## src/rtl/narrow_arith_pkg.sv

```systemverilog
package narrow_arith_pkg;

   localparam int INSN_W  = 32;
   localparam int HALF_W  = 16;
   localparam int BYTE_W  = 8;
   localparam int FIELD_W = 5;

   localparam logic [6:0] OPC_IMM_FORM = 7'b0011011;
   localparam logic [6:0] OPC_REG_FORM = 7'b0111011;
   localparam logic [6:0] F7_PLUS      = 7'b0000000;
   localparam logic [6:0] F7_MINUS     = 7'b0100000;

   // result type, coded like the load/store size field
   typedef enum logic [2:0] {
      KIND_SBYTE = 3'b000,
      KIND_SHALF = 3'b001,
      KIND_UBYTE = 3'b100,
      KIND_UHALF = 3'b101
   } kind_t;

   typedef struct packed {
      logic              legal;
      logic              is_sub;
      logic              use_imm;
      kind_t             kind;
      logic [HALF_W-1:0] imm;
   } dec_t;

endpackage

```

## src/rtl/narrow_arith_decode.sv

```systemverilog
module narrow_arith_decode
   import narrow_arith_pkg::*;
#(
   parameter int NREGS = 16,
   localparam int IDX_W = $clog2(NREGS)
) (
   input  logic [INSN_W-1:0] insn,
   output dec_t              dec,
   output logic [IDX_W-1:0]  rd_idx
);

   localparam int LIM_W = FIELD_W + 1;
   localparam logic [LIM_W-1:0] IDX_LIMIT = LIM_W'(NREGS);

   logic [6:0]         opc;
   logic [2:0]         f3;
   logic [6:0]         f7;
   logic [FIELD_W-1:0] rd_f, rs1_f, rs2_f;
   logic [3:0]         top_nib;
   logic [7:0]         uimm8;
   logic [11:0]        imm12;

   logic is_imm, is_reg, f3_ok, f7_ok, nib_ok, idx_ok, byte_type;

   function automatic logic in_range(input logic [FIELD_W-1:0] f);
      return {1'b0, f} < IDX_LIMIT;
   endfunction

   always_comb begin
      opc     = insn[6:0];
      rd_f    = insn[11:7];
      f3      = insn[14:12];
      rs1_f   = insn[19:15];
      rs2_f   = insn[24:20];
      f7      = insn[31:25];
      top_nib = insn[31:28];
      uimm8   = insn[27:20];
      imm12   = insn[31:20];
   end

   always_comb begin
      is_imm    = (opc == OPC_IMM_FORM);
      is_reg    = (opc == OPC_REG_FORM);
      byte_type = ~f3[0];
      unique case (f3)
         3'b000, 3'b001, 3'b100, 3'b101: f3_ok = 1'b1;
         default:                        f3_ok = 1'b0;
      endcase
      f7_ok  = !is_reg || (f7 == F7_PLUS) || (f7 == F7_MINUS);
      nib_ok = !is_imm || !byte_type || (top_nib == 4'b0000);
      idx_ok = in_range(rd_f) && in_range(rs1_f) && (!is_reg || in_range(rs2_f));

      dec.legal   = (is_imm || is_reg) && f3_ok && f7_ok && nib_ok && idx_ok;
      dec.use_imm = is_imm;
      dec.is_sub  = is_reg && (f7 == F7_MINUS);
      dec.kind    = f3_ok ? kind_t'(f3) : KIND_SBYTE;
      dec.imm     = byte_type ? {{(HALF_W-BYTE_W){1'b0}}, uimm8}
                              : {{(HALF_W-12){imm12[11]}}, imm12};
      rd_idx      = rd_f[IDX_W-1:0];
   end

   // a byte immediate with a nonzero top nibble never passes
   always_comb begin
      if (is_imm && byte_type && top_nib != 4'b0000)
         a_r9_nibble_reject: assert (!dec.legal);
   end

endmodule

```

## src/rtl/narrow_arith_addsub.sv

```systemverilog
module narrow_arith_addsub #(
   parameter int W     = 16,
   parameter int STYLE = 0
) (
   input  logic [W-1:0] opa,
   input  logic [W-1:0] opb,
   input  logic         sub,
   output logic [W-1:0] sum
);

   generate
      if (STYLE != 0 && STYLE != 1) begin : g_bad_style
         $error("narrow_arith_addsub: STYLE must be 0 or 1");
      end
      if (STYLE == 0) begin : g_shared
         // one carry chain: invert the second operand and carry in for minus
         logic [W-1:0] opb_x;
         always_comb begin
            opb_x = opb ^ {W{sub}};
            sum   = opa + opb_x + W'(sub);
         end
      end else begin : g_split
         logic [W-1:0] plus_v, minus_v;
         always_comb begin
            plus_v  = opa + opb;
            minus_v = opa - opb;
            sum     = sub ? minus_v : plus_v;
         end
      end
   endgenerate

endmodule

```

## src/rtl/narrow_arith_extend.sv

```systemverilog
module narrow_arith_extend
   import narrow_arith_pkg::*;
#(
   parameter int XLEN = 32
) (
   input  logic [HALF_W-1:0] narrow,
   input  kind_t             kind,
   output logic [XLEN-1:0]   wide
);

   generate
      if (XLEN <= HALF_W) begin : g_bad_xlen
         $error("narrow_arith_extend: XLEN must exceed the halfword width");
      end
   endgenerate

   logic [BYTE_W-1:0] lo_byte;
   logic [HALF_W-1:0] lo_half;

   always_comb begin
      lo_byte = narrow[BYTE_W-1:0];
      lo_half = narrow;
      unique case (kind)
         KIND_SBYTE: wide = {{(XLEN-BYTE_W){lo_byte[BYTE_W-1]}}, lo_byte};
         KIND_SHALF: wide = {{(XLEN-HALF_W){lo_half[HALF_W-1]}}, lo_half};
         KIND_UBYTE: wide = {{(XLEN-BYTE_W){1'b0}}, lo_byte};
         KIND_UHALF: wide = {{(XLEN-HALF_W){1'b0}}, lo_half};
         default:    wide = '0;
      endcase
   end

endmodule

```

## src/rtl/narrow_arith_unit.sv

```systemverilog
module narrow_arith_unit
   import narrow_arith_pkg::*;
#(
   parameter int XLEN        = 32,
   parameter int NREGS       = 16,
   parameter int ADDER_STYLE = 0,
   localparam int IDX_W      = $clog2(NREGS)
) (
   input  logic              clk,
   input  logic              rst,
   input  logic              in_valid,
   input  logic [INSN_W-1:0] in_insn,
   input  logic [XLEN-1:0]   in_src_a,
   input  logic [XLEN-1:0]   in_src_b,
   output logic [XLEN-1:0]   out_data,
   output logic [IDX_W-1:0]  out_rd,
   output logic              out_valid,
   output logic              out_illegal
);

   generate
      if (NREGS < 2 || NREGS > 32 || (NREGS & (NREGS - 1)) != 0) begin : g_bad_nregs
         $error("narrow_arith_unit: NREGS must be a power of two from 2 to 32");
      end
      if (XLEN <= HALF_W) begin : g_bad_xlen
         $error("narrow_arith_unit: XLEN must exceed the halfword width");
      end
   endgenerate

   dec_t              dec;
   logic [IDX_W-1:0]  rd_idx;
   logic [HALF_W-1:0] opb_narrow, sum_narrow;
   logic [XLEN-1:0]   ext_val;
   logic              take;

   // upper operand bits never reach the narrowed result
   logic [2*(XLEN-HALF_W)-1:0] src_hi_unused;
   assign src_hi_unused = {in_src_a[XLEN-1:HALF_W], in_src_b[XLEN-1:HALF_W]};

   narrow_arith_decode #(.NREGS(NREGS)) u_dec (
      .insn   (in_insn),
      .dec    (dec),
      .rd_idx (rd_idx)
   );

   assign opb_narrow = dec.use_imm ? dec.imm : in_src_b[HALF_W-1:0];

   narrow_arith_addsub #(.W(HALF_W), .STYLE(ADDER_STYLE)) u_add (
      .opa (in_src_a[HALF_W-1:0]),
      .opb (opb_narrow),
      .sub (dec.is_sub),
      .sum (sum_narrow)
   );

   narrow_arith_extend #(.XLEN(XLEN)) u_ext (
      .narrow (sum_narrow),
      .kind   (dec.kind),
      .wide   (ext_val)
   );

   assign take = in_valid && dec.legal;

   always_ff @(posedge clk) begin
      if (rst) begin
         out_data    <= '0;
         out_rd      <= '0;
         out_valid   <= 1'b0;
         out_illegal <= 1'b0;
      end else begin
         out_valid   <= take;
         out_illegal <= in_valid && !dec.legal;
         if (take) begin
            out_data <= ext_val;
            out_rd   <= rd_idx;
         end
      end
   end

   // every strobe gets exactly one response one cycle later
   a_r1_one_response: assert property (@(posedge clk) disable iff (rst)
      in_valid |=> (out_valid ^ out_illegal));

   // no response without a strobe
   a_r1_idle_quiet: assert property (@(posedge clk) disable iff (rst)
      !in_valid |=> (!out_valid && !out_illegal));

   a_r3_sign_byte: assert property (@(posedge clk) disable iff (rst)
      (out_valid && $past(in_insn[14:12]) == 3'b000)
         |-> out_data[XLEN-1:BYTE_W] == {(XLEN-BYTE_W){out_data[BYTE_W-1]}});

   a_r4_sign_half: assert property (@(posedge clk) disable iff (rst)
      (out_valid && $past(in_insn[14:12]) == 3'b001)
         |-> out_data[XLEN-1:HALF_W] == {(XLEN-HALF_W){out_data[HALF_W-1]}});

   a_r5_zero_byte: assert property (@(posedge clk) disable iff (rst)
      (out_valid && $past(in_insn[14:12]) == 3'b100)
         |-> out_data[XLEN-1:BYTE_W] == '0);

   a_r6_zero_half: assert property (@(posedge clk) disable iff (rst)
      (out_valid && $past(in_insn[14:12]) == 3'b101)
         |-> out_data[XLEN-1:HALF_W] == '0);

   a_r10_hold_on_reject: assert property (@(posedge clk) disable iff (rst)
      out_illegal |-> ($stable(out_data) && $stable(out_rd)));

   a_r11_reset_clears: assert property (@(posedge clk)
      rst |=> (out_data == '0 && out_rd == '0 && !out_valid && !out_illegal));

endmodule

```

## config.mk

```make
export PLATFORM = sky130hd
export DESIGN_NAME = narrow_arith_unit
export DESIGN_NICKNAME = d
export VERILOG_FILES = /design/src/rtl/narrow_arith_pkg.sv /design/src/rtl/narrow_arith_decode.sv /design/src/rtl/narrow_arith_addsub.sv /design/src/rtl/narrow_arith_extend.sv /design/src/rtl/narrow_arith_unit.sv
export SDC_FILE = /design/constraint.sdc
export NUM_CORES = 1
export LEC_CHECK = 0
export ABC_AREA = 1
export BUFFER_PORTS_ARGS = -buffer_cell sky130_fd_sc_hd__buf_2
export CAP_MARGIN = 20
export CORE_MARGIN = 1.5
export CORE_UTILIZATION = 25
export DETAILED_ROUTE_END_ITERATION = 10
export REMOVE_ABC_BUFFERS = 1
export SLEW_MARGIN = 5
export SYNTH_ARGS = -nofsm -noshare
export SYNTH_HDL_FRONTEND = slang
export SYNTH_SLANG_ARGS = --single-unit
```

## constraint.sdc

```tcl
create_clock -name clk -period 8.9 [get_ports clk]
set_clock_uncertainty 0.2 [all_clocks]
set_input_delay 2.225 -clock clk [delete_from_list [all_inputs] [get_ports clk]]
set_output_delay 2.225 -clock clk [all_outputs]
set_load 0.02 [all_outputs]
```

==> results.json <==
{
  "area_growth_syn_to_layout_pct": 24.0,
  "drc": 0,
  "internal_power_mw": 0.172,
  "tns_ps": 0,
  "num_vias": 2381,
  "final_max_slew_viol_count": 0,
  "path_max_fanout": 13,
  "r2r_start": "out_data[30]",
  "slew_headroom_pct": 57.7,
  "gr-usage-all-layers_pct": 12.4,
  "drt-vias-per-instance": 4.46,
  "die_w_microns": 99.2,
  "p_sw_share_pct": 33.5,
  "r2r_slack_ps": 7820,
  "hold_class": "reg2reg",
  "r2r_end": "out_data[30]",
  "cts_tree": "yes",
  "grt_max_degree": 32,
  "whs_path_depth": 2,
  "irDropWorstVdd_mv": 0.0423,
  "clkSinkCount": 23,
  "rows": 34,
  "cellPowerDensity_mw_per_mm2": 90.1,
  "initial_core_util_pct": 26.1,
  "coreArea_sq_mm": 0.00885,
  "drt-initial-drc-count": 86,
  "gp_congestion": 0.838,
  "post-route-min-period_ps": 5280,
  "grt_pass1_wl_mm": 10.1,
  "p_clk_share_pct": 24.3,
  "grt-ovfl-total": 0,
  "drtAntennaViolNets": 0,
  "cp_data_arrival_time_ps": 5240,
  "yosysTopAreaCellShare_pct": 19.9,
  "clk_latency_ps": 260,
  "synth_area_leaders": "dfxtp_1, ha_1, nand2_1",
  "cts_resized": 0,
  "synth_top_area_cell": "dfxtp_1",
  "dp_hpwl_mm": 5.50,
  "setup-violations-final": 0,
  "netlist_area_sq_mm": 0.00231,
  "switchingPower_mw": 0.0865,
  "antenna_found_initial": 0,
  "path_clk_slew_ps": 80,
  "cp.required_ps": 8860,
  "synth.avg_cell_area_sq_um": 6.76,
  "cts_buffers": 3,
  "ios": 137,
  "yosysSeqAreaShare_pct": 19.9,
  "yosys_register_bits": 23,
  "antennaDiodeCount": 0,
  "synth.distinct_cells": 39,
  "holdBufCountCts": 0,
  "pwr-share-comb_pct": 35.8,
  "die_h_microns": 99.2,
  "holdWs_ps": 278,
  "cts_setup_buffers": 0,
  "outcome": "finished clean",
  "drive_gt1_share_pct": 30.5,
  "max_freq_mhz": 189,
  "r2r_cells": 2,
  "leakagePower_nw": 1.62,
  "ctsLongestPathBuffers": 2,
  "numPortBuffers": 100,
  "worstMarginPinSlew_ps": 633,
  "die_area_sq_mm": 0.00984,
  "syn_inst": 342,
  "dr.pass1.iters": 4,
  "totalWireLength_mm": 6.36,
  "power_frac_seq_pct": 39.9,
  "avgRoutedWirePerCell_microns": 11.9,
  "whs_endpoint": "out_data[2]",
  "grt_pass1_vias": 2196,
  "post-route-period-util_pct": 59.3,
  "start_kind": "primary input",
  "drv_cap": 0,
  "cp-end-kind": "register",
  "holdCritStartpoint": "out_data[2]",
  "hold_viol_final": 0,
  "final_nets": 545,
  "ys_warn_count": 0,
  "path_class": "in2reg",
  "h-tree-depth": 1,
  "rsz0062_at_grt": "false",
  "ctsRootBufferMaster": "clkbuf_8"
}
==> registers in the layout, summed over array words and instances (netlist names) <==
| signal | count |
|---|---|
| out_data | 17 |
| out_rd | 4 |
| out_illegal | 1 |
| out_valid | 1 |
==> area by class of cell <==
cell class	instances	area (sq um)
inverter	46	175
sequential	23	460
tap	108	135
clock buffer	4	45.0
multi-input combinational	252	1540
fill	1023	5980
timing repair buffer	101	515
==> cell usage in the layout, fill, tap and decap left out, types with 3 or more instances in the layout <==
master and instances:
xnor2_1 3, o21ai_1 5, nand2_1 52, inv_2 4, o21ai_0 26, nand3_2 4, inv_1 40, clkbuf_8 3
nand2_2 8, nand3_1 21, ha_1 18, o21a_1 6, mux2i_1 7, xor2_1 16, a21oi_1 27, dfxtp_1 23
nor2_1 31, a21oi_2 4, nand4_1 3, buf_2 100
==> cells in the mapped netlist, drive strengths merged <==
| master | count |
|---|---|
| nand2 | 61 |
| inv | 45 |
| nor2 | 34 |
| a21oi | 31 |
| o21ai | 31 |
| nand3 | 25 |
| dfxtp | 23 |
| buf | 20 |
| ha | 18 |
| xor2 | 16 |
| mux2i | 7 |
| o21a | 6 |
| nand4 | 3 |
| o31ai | 3 |
| xnor2 | 3 |
| nand3b | 2 |
| nor3 | 2 |
| o21bai | 2 |
| a211oi | 1 |
| a31oi | 1 |
| clkbuf | 1 |
| clkinv | 1 |
| fa | 1 |
| nor4 | 1 |
| o211ai | 1 |
| o221ai | 1 |
| o41ai | 1 |
| or2 | 1 |
==> worst max-delay path, cell delays in order <==
cell,delay [ps]
buf_2,90
nand2_1,110
inv_1,60
nand2_1,70
nor2_1,40
nand2_1,470
inv_1,280
xor2_1,260
fa_1,490
o31ai_2,380
a21oi_1,110
inv_1,110
a21oi_1,90
or2_0,200
nand3_1,90
nand3_1,80
nand2_1,70
inv_1,30
==> how the worst max path moves through the flow <==
stage                          start           end  slack (ps)  cells after the start
after floorplan           in_insn[1]  out_data[10]        3860                     17
after global placement    in_insn[1]  out_data[10]        3270                     18
after detailed placement  in_insn[1]  out_data[10]        3220                     18
after CTS                 in_insn[1]  out_data[10]        3500                     18
after global routing      in_insn[1]  out_data[10]        3300                     18
final                     in_insn[1]  out_data[10]        3620                     18
==> metrics by stage <==
stage | setup slack, ps | util, % | cells | instance area (sq um) | power (mW)
6_report | 3620 | 32.4 | 534 | 2870 | 0.258
2_1_floorplan | 3860 | - | 321 | 2170 | 0.166
4_1_cts | 3500 | 32.2 | 533 | 2850 | 0.264
5_1_grt | 3300 | 32.4 | 534 | 2870 | 0.280
3_5_place_dp | 3220 | 31.7 | 529 | 2810 | 0.199
3_3_place_gp | 3270 | 31.7 | 529 | 2810 | 0.198
==> cell families (layout without fill, tap and decap cells) <==
| logic type | after synthesis | after routing | share of synthesized area (%) |
|---|---|---|---|
| AOI/OAI and AO/OA | 78 | 78 | 19.5 |
| buffers and inverters | 67 | 151 | 13.7 |
| and+or+nand+nor | 129 | 129 | 26.1 |
| DFF | 23 | 23 | 19.9 |
| muxes | 7 | 7 | 3.03 |
| xor gates and xnor gates | 19 | 19 | 7.19 |
| adders and majority gates | 19 | 19 | 10.6 |
==> power groups by stage <==
stage          clock [mW]  combinational, mW  sequential, mW
2_1_floorplan           0             0.0600           0.106
3_3_place_gp            0             0.0925           0.106
3_5_place_dp            0             0.0930           0.106
4_1_cts            0.0674             0.0935           0.103
5_1_grt            0.0716              0.105           0.103
6_report           0.0628             0.0926           0.103
==> routing by layer <==
metal	vias up	wire, microns	track usage [%]
li1	1286	-	-
met1	1021	3220	17.6
met2	68	2810	20.3
met3	6	272	1.41
met4	0	53	2.38
met5	-	0	0
Note: power is estimated with default switching activity, not from simulation.
